File: config.mk
export PLATFORM = sky130hd
export DESIGN_NAME = portio_decoder
export DESIGN_NICKNAME = d
export VERILOG_FILES = /design/src/rtl/portio_pkg.sv /design/src/rtl/portio_ctrl.sv /design/src/rtl/portio_dpath.sv /design/src/rtl/portio_decoder.sv
export SDC_FILE = /design/constraint.sdc
export NUM_CORES = 1
export LEC_CHECK = 0
export ABC_AREA = 1
export BUFFER_PORTS_ARGS = -buffer_cell sky130_fd_sc_hd__buf_2
export CAP_MARGIN = 20
export CORE_ASPECT_RATIO = 1.25
export CORE_UTILIZATION = 32
export CTS_CLUSTER_SIZE = 8
export DETAILED_ROUTE_END_ITERATION = 16
export SETUP_SLACK_MARGIN = 0.4
export SYNTH_ARGS = -nofsm -noshare
export SYNTH_HDL_FRONTEND = slang
export SYNTH_SLANG_ARGS = --single-unit
export TNS_END_PERCENT = 10
File: constraint.sdc
create_clock -name clk -period 1 [get_ports clk]
set_input_delay 0.15 -clock clk [delete_from_list [all_inputs] [get_ports clk]]
set_output_delay 0.15 -clock clk [all_outputs]
set_load 0.02 [all_outputs]
File: src/rtl/portio_pkg.sv
package portio_pkg;
  localparam int MAX_PORTS = 8;
  localparam int SEL_W = 3;

  typedef struct packed {
    logic [MAX_PORTS-1:0] outLoad;
    logic [SEL_W-1:0]     inSel;
    logic                 inValid;
    logic                 flagClr;
  } portio_ctrl_t;
endpackage

File: src/rtl/portio_ctrl.sv
module portio_ctrl
  import portio_pkg::*;
#(
  parameter int ADDR_W = 8,
  parameter int NUM_OUT = 8,
  parameter int NUM_IN = 8,
  parameter int STATUS_IDX = 7,
  parameter bit BYPASS = 1'b0
) (
  input  logic [ADDR_W-1:0] portId,
  input  logic              writeStrobe,
  input  logic              readStrobe,
  output portio_ctrl_t      strobes
);
  localparam logic [SEL_W-1:0] STAT_SEL = SEL_W'(STATUS_IDX);

  logic unusedAddr;
  assign unusedAddr = ^portId;

  always_comb begin
    strobes = '0;
    if (BYPASS) begin
      strobes.outLoad[0] = writeStrobe;
      strobes.inSel      = '0;
      strobes.inValid    = 1'b1;
      strobes.flagClr    = readStrobe;
    end else begin
      for (int i = 0; i < MAX_PORTS; i++) begin
        if (i < NUM_OUT && i < ADDR_W) begin
          strobes.outLoad[i] = writeStrobe & portId[i];
        end
      end
      strobes.inSel   = portId[SEL_W-1:0];
      strobes.inValid = (int'(portId[SEL_W-1:0]) < NUM_IN);
      strobes.flagClr = readStrobe && (portId[SEL_W-1:0] == STAT_SEL);
    end
  end
endmodule

File: src/rtl/portio_dpath.sv
module portio_dpath
  import portio_pkg::*;
#(
  parameter int DATA_W = 8,
  parameter int NUM_OUT = 8,
  parameter int NUM_IN = 8,
  parameter int STATUS_IDX = 7,
  parameter bit BYPASS = 1'b0
) (
  input  logic                      clk,
  input  logic                      rst,
  input  portio_ctrl_t              strobes,
  input  logic [DATA_W-1:0]         outData,
  input  logic [NUM_IN*DATA_W-1:0]  inData,
  input  logic                      readySet,
  output logic [NUM_OUT*DATA_W-1:0] portOut,
  output logic [DATA_W-1:0]         inPort
);
  localparam int STAT_SEL = BYPASS ? 0 : STATUS_IDX;

  logic readyFlag;
  logic [DATA_W-1:0] srcArr [MAX_PORTS];
  logic [DATA_W-1:0] selByte;

  for (genvar g = 0; g < NUM_OUT; g++) begin : gOut
    if (!BYPASS || g == 0) begin : gReg
      logic [DATA_W-1:0] regQ;
      always_ff @(posedge clk) begin
        if (rst) regQ <= '0;
        else if (strobes.outLoad[g]) regQ <= outData;
      end
      assign portOut[g*DATA_W +: DATA_W] = regQ;
    end else begin : gTie
      assign portOut[g*DATA_W +: DATA_W] = '0;
    end
  end

  for (genvar g = 0; g < MAX_PORTS; g++) begin : gSrc
    if (g < NUM_IN && g == STAT_SEL) begin : gStat
      assign srcArr[g] = {inData[g*DATA_W+1 +: DATA_W-1], readyFlag};
    end else if (g < NUM_IN) begin : gData
      assign srcArr[g] = inData[g*DATA_W +: DATA_W];
    end else begin : gNone
      assign srcArr[g] = '0;
    end
  end

  always_comb begin
    selByte = strobes.inValid ? srcArr[strobes.inSel] : '0;
  end

  always_ff @(posedge clk) begin
    if (rst) inPort <= '0;
    else inPort <= selByte;
  end

  always_ff @(posedge clk) begin
    if (rst) readyFlag <= 1'b0;
    else if (readySet) readyFlag <= 1'b1;
    else if (strobes.flagClr) readyFlag <= 1'b0;
  end
endmodule

File: src/rtl/portio_decoder.sv
module portio_decoder
  import portio_pkg::*;
#(
  parameter int DATA_W = 8,
  parameter int ADDR_W = 8,
  parameter int NUM_OUT = 8,
  parameter int NUM_IN = 8,
  parameter int STATUS_IDX = 7,
  parameter bit BYPASS = 1'b0
) (
  input  logic                      clk,
  input  logic                      rst,
  input  logic [ADDR_W-1:0]         portId,
  input  logic                      writeStrobe,
  input  logic                      readStrobe,
  input  logic [DATA_W-1:0]         outData,
  input  logic [NUM_IN*DATA_W-1:0]  inData,
  input  logic                      readySet,
  output logic [NUM_OUT*DATA_W-1:0] portOut,
  output logic [DATA_W-1:0]         inPort
);
  portio_ctrl_t strobes;

  portio_ctrl #(
    .ADDR_W(ADDR_W), .NUM_OUT(NUM_OUT), .NUM_IN(NUM_IN),
    .STATUS_IDX(STATUS_IDX), .BYPASS(BYPASS)
  ) uCtrl (
    .portId(portId), .writeStrobe(writeStrobe),
    .readStrobe(readStrobe), .strobes(strobes)
  );

  portio_dpath #(
    .DATA_W(DATA_W), .NUM_OUT(NUM_OUT), .NUM_IN(NUM_IN),
    .STATUS_IDX(STATUS_IDX), .BYPASS(BYPASS)
  ) uDp (
    .clk(clk), .rst(rst), .strobes(strobes), .outData(outData),
    .inData(inData), .readySet(readySet), .portOut(portOut), .inPort(inPort)
  );
endmodule

# [Word-level counts from Yosys, hierarchy flattened]
# Cells that the tools add are included.
[word_totals] register_bits=73 output_inout_bits=72 word_cells=28
[op_classes] order_cmp=1 n_eq_ne=1 muxes=5 bitwise=9 n_reduce_logical=2
[ops] cell="8-bit binary-select mux with 3-bit select" count=1
[ops] cell="8-bit 2-to-1 mux" count=2
[ops] cell="1-bit AND" count=8
[ops] cell="4-bit greater-or-equal comparator (second input constant)" count=1
[ops] cell="3-bit NOT with 4-bit output" count=1
[ops] cell="3-bit equality test (second input constant)" count=1
[ops] cell="1-bit 2-to-1 mux" count=2
[ops] cell="2-bit nonzero test" count=1
[ops] cell="1-bit logical AND" count=1

# [Longest topological paths before layout]
[depth] word_depth=4 mapped_depth=8

# [Cells and area by module]
# Synthesis repeated with hierarchy kept, for this count alone.
[hier_totals] hier_cells=540 area_unflattened_um2=3424.5
[by_module_without_submodules] module="portio_dpath" instances=1 cells_per_inst=515 area_per_inst_um2=3314.4 seq_area_each_um2=1461.4
[by_module_without_submodules] module="portio_ctrl" instances=1 cells_per_inst=25 area_per_inst_um2=110.1 seq_area_each_um2=0.0

# [Worst setup path before layout]
# OpenSTA, ideal clock, no wires.
[synth_timing] path_type="input-to-reg" startpoint="input port portId[0]" endpoint="register uDp.inPort[6]" arrival_ns=0.707 path_slack_ns=0.180 stages=8 path_cell_list="buf_6 > inv_4 > buf_6 > nand2_1 > nand3_1 > nand2_1 > nor2_1 > nor2_1"
[synth_between] elab_chain_cells=4
[synth_lines] element="start: declaration" line="portio_decoder.sv:13" rtl="input logic [ADDR_W-1:0] portId,"
[synth_lines] element="3-bit NOT with 4-bit output (implied by the code)" line="portio_dpath.sv:49" rtl="selByte = strobes.inValid ? srcArr[strobes.inSel] : '0;"
[synth_lines] element="8-bit binary-select mux with 3-bit select" line="portio_dpath.sv:49"
[synth_lines] element="8-bit 2-to-1 mux (implied by the code) (2 in a row)" line="portio_dpath.sv:49"
[synth_lines] element="end signal: assignment" line="portio_dpath.sv:54" rtl="else inPort <= selByte;"
[synth_lines] element="end: declaration" line="portio_dpath.sv:17" rtl="output logic [DATA_W-1:0] inPort"
# No other way between the ends. The select of a mux whose other input is x is not followed.
# A chain may end at the register's enable or synchronous reset.

# [Worst setup path in the final report]
[layout_timing] startpoint="register uDp.gOut[4].gReg.regQ[3]" endpoint="output port portOut[35]"
[layout_rtl] element="start: declaration" line="portio_dpath.sv:27" rtl="logic [DATA_W-1:0] regQ;"
[layout_rtl] element="start signal: assignment" line="portio_dpath.sv:30" rtl="else if (strobes.outLoad[g]) regQ <= outData;"
[layout_rtl] element="end: declaration" line="portio_decoder.sv:19" rtl="output logic [NUM_OUT*DATA_W-1:0] portOut,"
# No word-level cell between the ends.

==> key figures <==
STA
  • RSZ-0062 raised after global routing: yes
  • TNS Setup: 0 ns
  • Clk_skew: approximately 0.000074 ns
  • Setup ws final: about 0.055 ns
  • Achievable Freq: 1.058 GHz
  • Hold_ws: -0.004523 ns
  • Final min period: around 0.95 ns
  • Final worst-path cycle share: 0.9451
  • Slew headroom: 0.8014
  • Count of final max-slew check failures: 0
  • Final Setup Violations: 0
  • Worst slew pin tran: a little under 0.3 ns
  • Hold Vio Cnt, Final: 1

Power
  • Pleak: between 2 and 3 nW
  • Total design power: 7.892 mW
  • Pwr Density: 1586 nW/um^2
  • Maximum vdd drop: between 1 and 1.5 mV

Floorplan
  • Core area: 10,050 sq um
  • Die extent in y: roughly 120 um
  • I/O pin cnt: between 150 and 200
  • Die area: about 11,000 sq um
  • # rows: around 40
  • Starting Density: 0.3275
  • Die W: about 93 um

Outcome
  • Violated checks: hold timing
  • Status: finished, violations left

Clock network
  • Reg clk slew, reported paths: ~0.060 ns
  • CTS tree: done
  • Clock sinks: 73
  • Clk Latency, worst-skew pair: between 0.3 and 0.4 ns
  • Root buf cell: clkbuf_16
  • Longest Clk Path Bufs: 2
  • Number of buffers created by CTS: 9
  • Number of H-tree levels: 3

Routing
  • Routed len/inst: roughly 13 um
  • Routed WL: 9.967 mm
  • Drt initial violations: 103
  • Via density: approximately 4.5
  • First-pass DRT Iterations: 4
  • Post-DRT Antenna Nets: 0
  • Routed vias: about 3,500
  • # DRC: 0

Critical path
  • Worst setup SP type: flip-flop
  • CP top delay family: flip-flops
  • Crit Path Class: flip-flop to output pin
  • Worst setup EP type: output pin
  • Slowest Stage Delay on Critical Path: approximately 0.35 ns
  • Critical path's slowest cell: dfxtp_2
  • Worst-path maximum fanout: 2
  • Worst Path Required: between 0.8 and 0.9 ns
  • CP Cell Sequence: buf_6
  • Bufs and invs on worst path: 1
  • Critical Path AT: 0.80 ns

Finish
  • Fill count: 1,039
  • Final net count: approximately 750
  • Area growth syn-to-layout: 51.10%
  • Finished Cell Area: approximately 5000 sq um
  • FF+latch area: around 1500 sq um
  • Non-Filler Instances: approximately 800
  • Antenna diode count: 0
  • Final core occ: 0.4949
  • Combined area of the multi-input logic cells: 1406 sq um
  • Share of cells above drive strength 1: 0.3835

Global routing
  • Antenna violations before repair: 0
  • Global-route wire length before repair: ~16 mm
  • Largest net degree at the start of global routing: 73
  • Total track usage: 0.1884
  • Total gr overflow: 0
  • Vias in the first global route: ~3,300

Placed design
  • Placed cell area: roughly 4200 sq um
  • GP Congestion: between 0.8 and 0.9
  • Port buffer count: between 150 and 200
  • Cells after DPL: roughly 800
  • DP Wirelength: 7.127 mm
  • Pre-CTS setup slack: -0.08572 ns

Synthesis
  • Cell Area, Synth: around 3300 sq um
  • Mapped Cells: just over 500
  • Yosys reg bits: 73
  • Syn Nets: just under 600
  • Count leader, synth: nor2_1
  • Post-synth EDFFs: 0
  • Synth Area per Inst: about 6.5 sq um
  • Synth cell types: 14
  • Top cell type's share of synthesized area: 0.4438
  • Ys async rst share: 0
  • Synth warn: 0
  • Leading area contributor after synthesis: dfxtp_1
  • Synth area leaders: dfxtp_1 (44%), nor2_1 (16%), nand2_1 (10%)
  • Post-synthesis sequential area ratio: 0.4438
  • Top cells by count, synth: nor2_1 (144), nand2_1 (88), dfxtp_1 (73)
  • Synth Flop Type: dfxtp_1

Flow run
  • Max-cap violations: 0

Hold path
  • Min-Delay Path Class: input pin to flip-flop
==> layout by cell type, fill, tap and decap left out <==
cell type / synthesis / routed
clkinv_2: 0 / 1
inv_2: 9 / 9
clkinvlp_4: 0 / 3
nand3_1: 41 / 41
nor2_1: 144 / 144
buf_6: 6 / 66
buf_4: 3 / 9
dfxtp_2: 0 / 69
nand2_1: 88 / 88
clkbuf_16: 0 / 9
clkbuf_1: 6 / 1
dfxtp_1: 73 / 4
a21oi_1: 1 / 1
clkinv_1: 1 / 1
buf_12: 0 / 3
buf_2: 5 / 83
inv_1: 65 / 65
clkbuf_8: 0 / 2
o21ai_0: 65 / 65
inv_6: 0 / 1
==> worst reg2reg max path: cells and delay by family (launching register included) <==
| kind | cells | cell delay (ns) |
|---|---|---|
| DFF | 1 | 0.32 |
| and+or+nand+nor | 5 | 0.36 |
| buffers and inverters | 1 | 0.04 |
==> worst paths after layout <==
path	from	endpoint	slack, ns	cells after the start
worst max-delay path	uDp.gOut[4].gReg.regQ[3]	portOut[35]	0.05	1
worst min-delay path	rst	uDp.readyFlag	-0.005	2
worst max register to register	uDp.readyFlag	uDp.inPort[0]	0.22	6
worst min register to register	uDp.gOut[3].gReg.regQ[1]	uDp.gOut[3].gReg.regQ[1]	0.48	2
==> repair_timing <==
action	4_1_cts	5_1_grt
pin swaps	0	0
resized for setup	181	26
hold endpoints to repair	1	1
buffers inserted	1	0
setup endpoints to repair	145	145
==> sequential cells by signal, indices dropped and copies added, names as in the netlist <==
| register | cells |
|---|---|
| uDp.gOut.gReg.regQ | 64 |
| uDp.inPort | 8 |
| uDp.readyFlag | 1 |
==> logic make-up after synthesis <==
| kind of cell | synth area share |
|---|---|
| buffers and inverters | 0.1292 |
| AOI/OAI and AO/OA | 0.1003 |
| and+or+nand+nor | 0.3268 |
| DFF | 0.4438 |
==> layer usage <==
metal | routed length, um | up-vias | track usage
met1 | 4273 | 1545 | 0.2186
met3 | 848 | 10 | 0.05249
met2 | 4730 | 133 | 0.3353
li1 | - | 1855 | -
met4 | 114 | 0 | 0.06154
met5 | 0 | - | 0
==> cell type report <==
cell class / instances / area share
inverter: 76 / 0.05834
timing repair buffer: 161 / 0.2585
clock buffer: 12 / 0.05155
sequential: 73 / 0.3110
multi-input combinational: 339 / 0.2826
clock inverter: 4 / 0.005532
tap: 129 / 0.03244
==> power breakdown <==
group	leakage [nW]	switching (mW)	internal, mW
Clock	0.131	1.20	1.81
Sequential	0.627	0.137	3.15
Combinational	1.83	0.872	0.717
No activity file was read; power rests on OpenSTA's default activity.
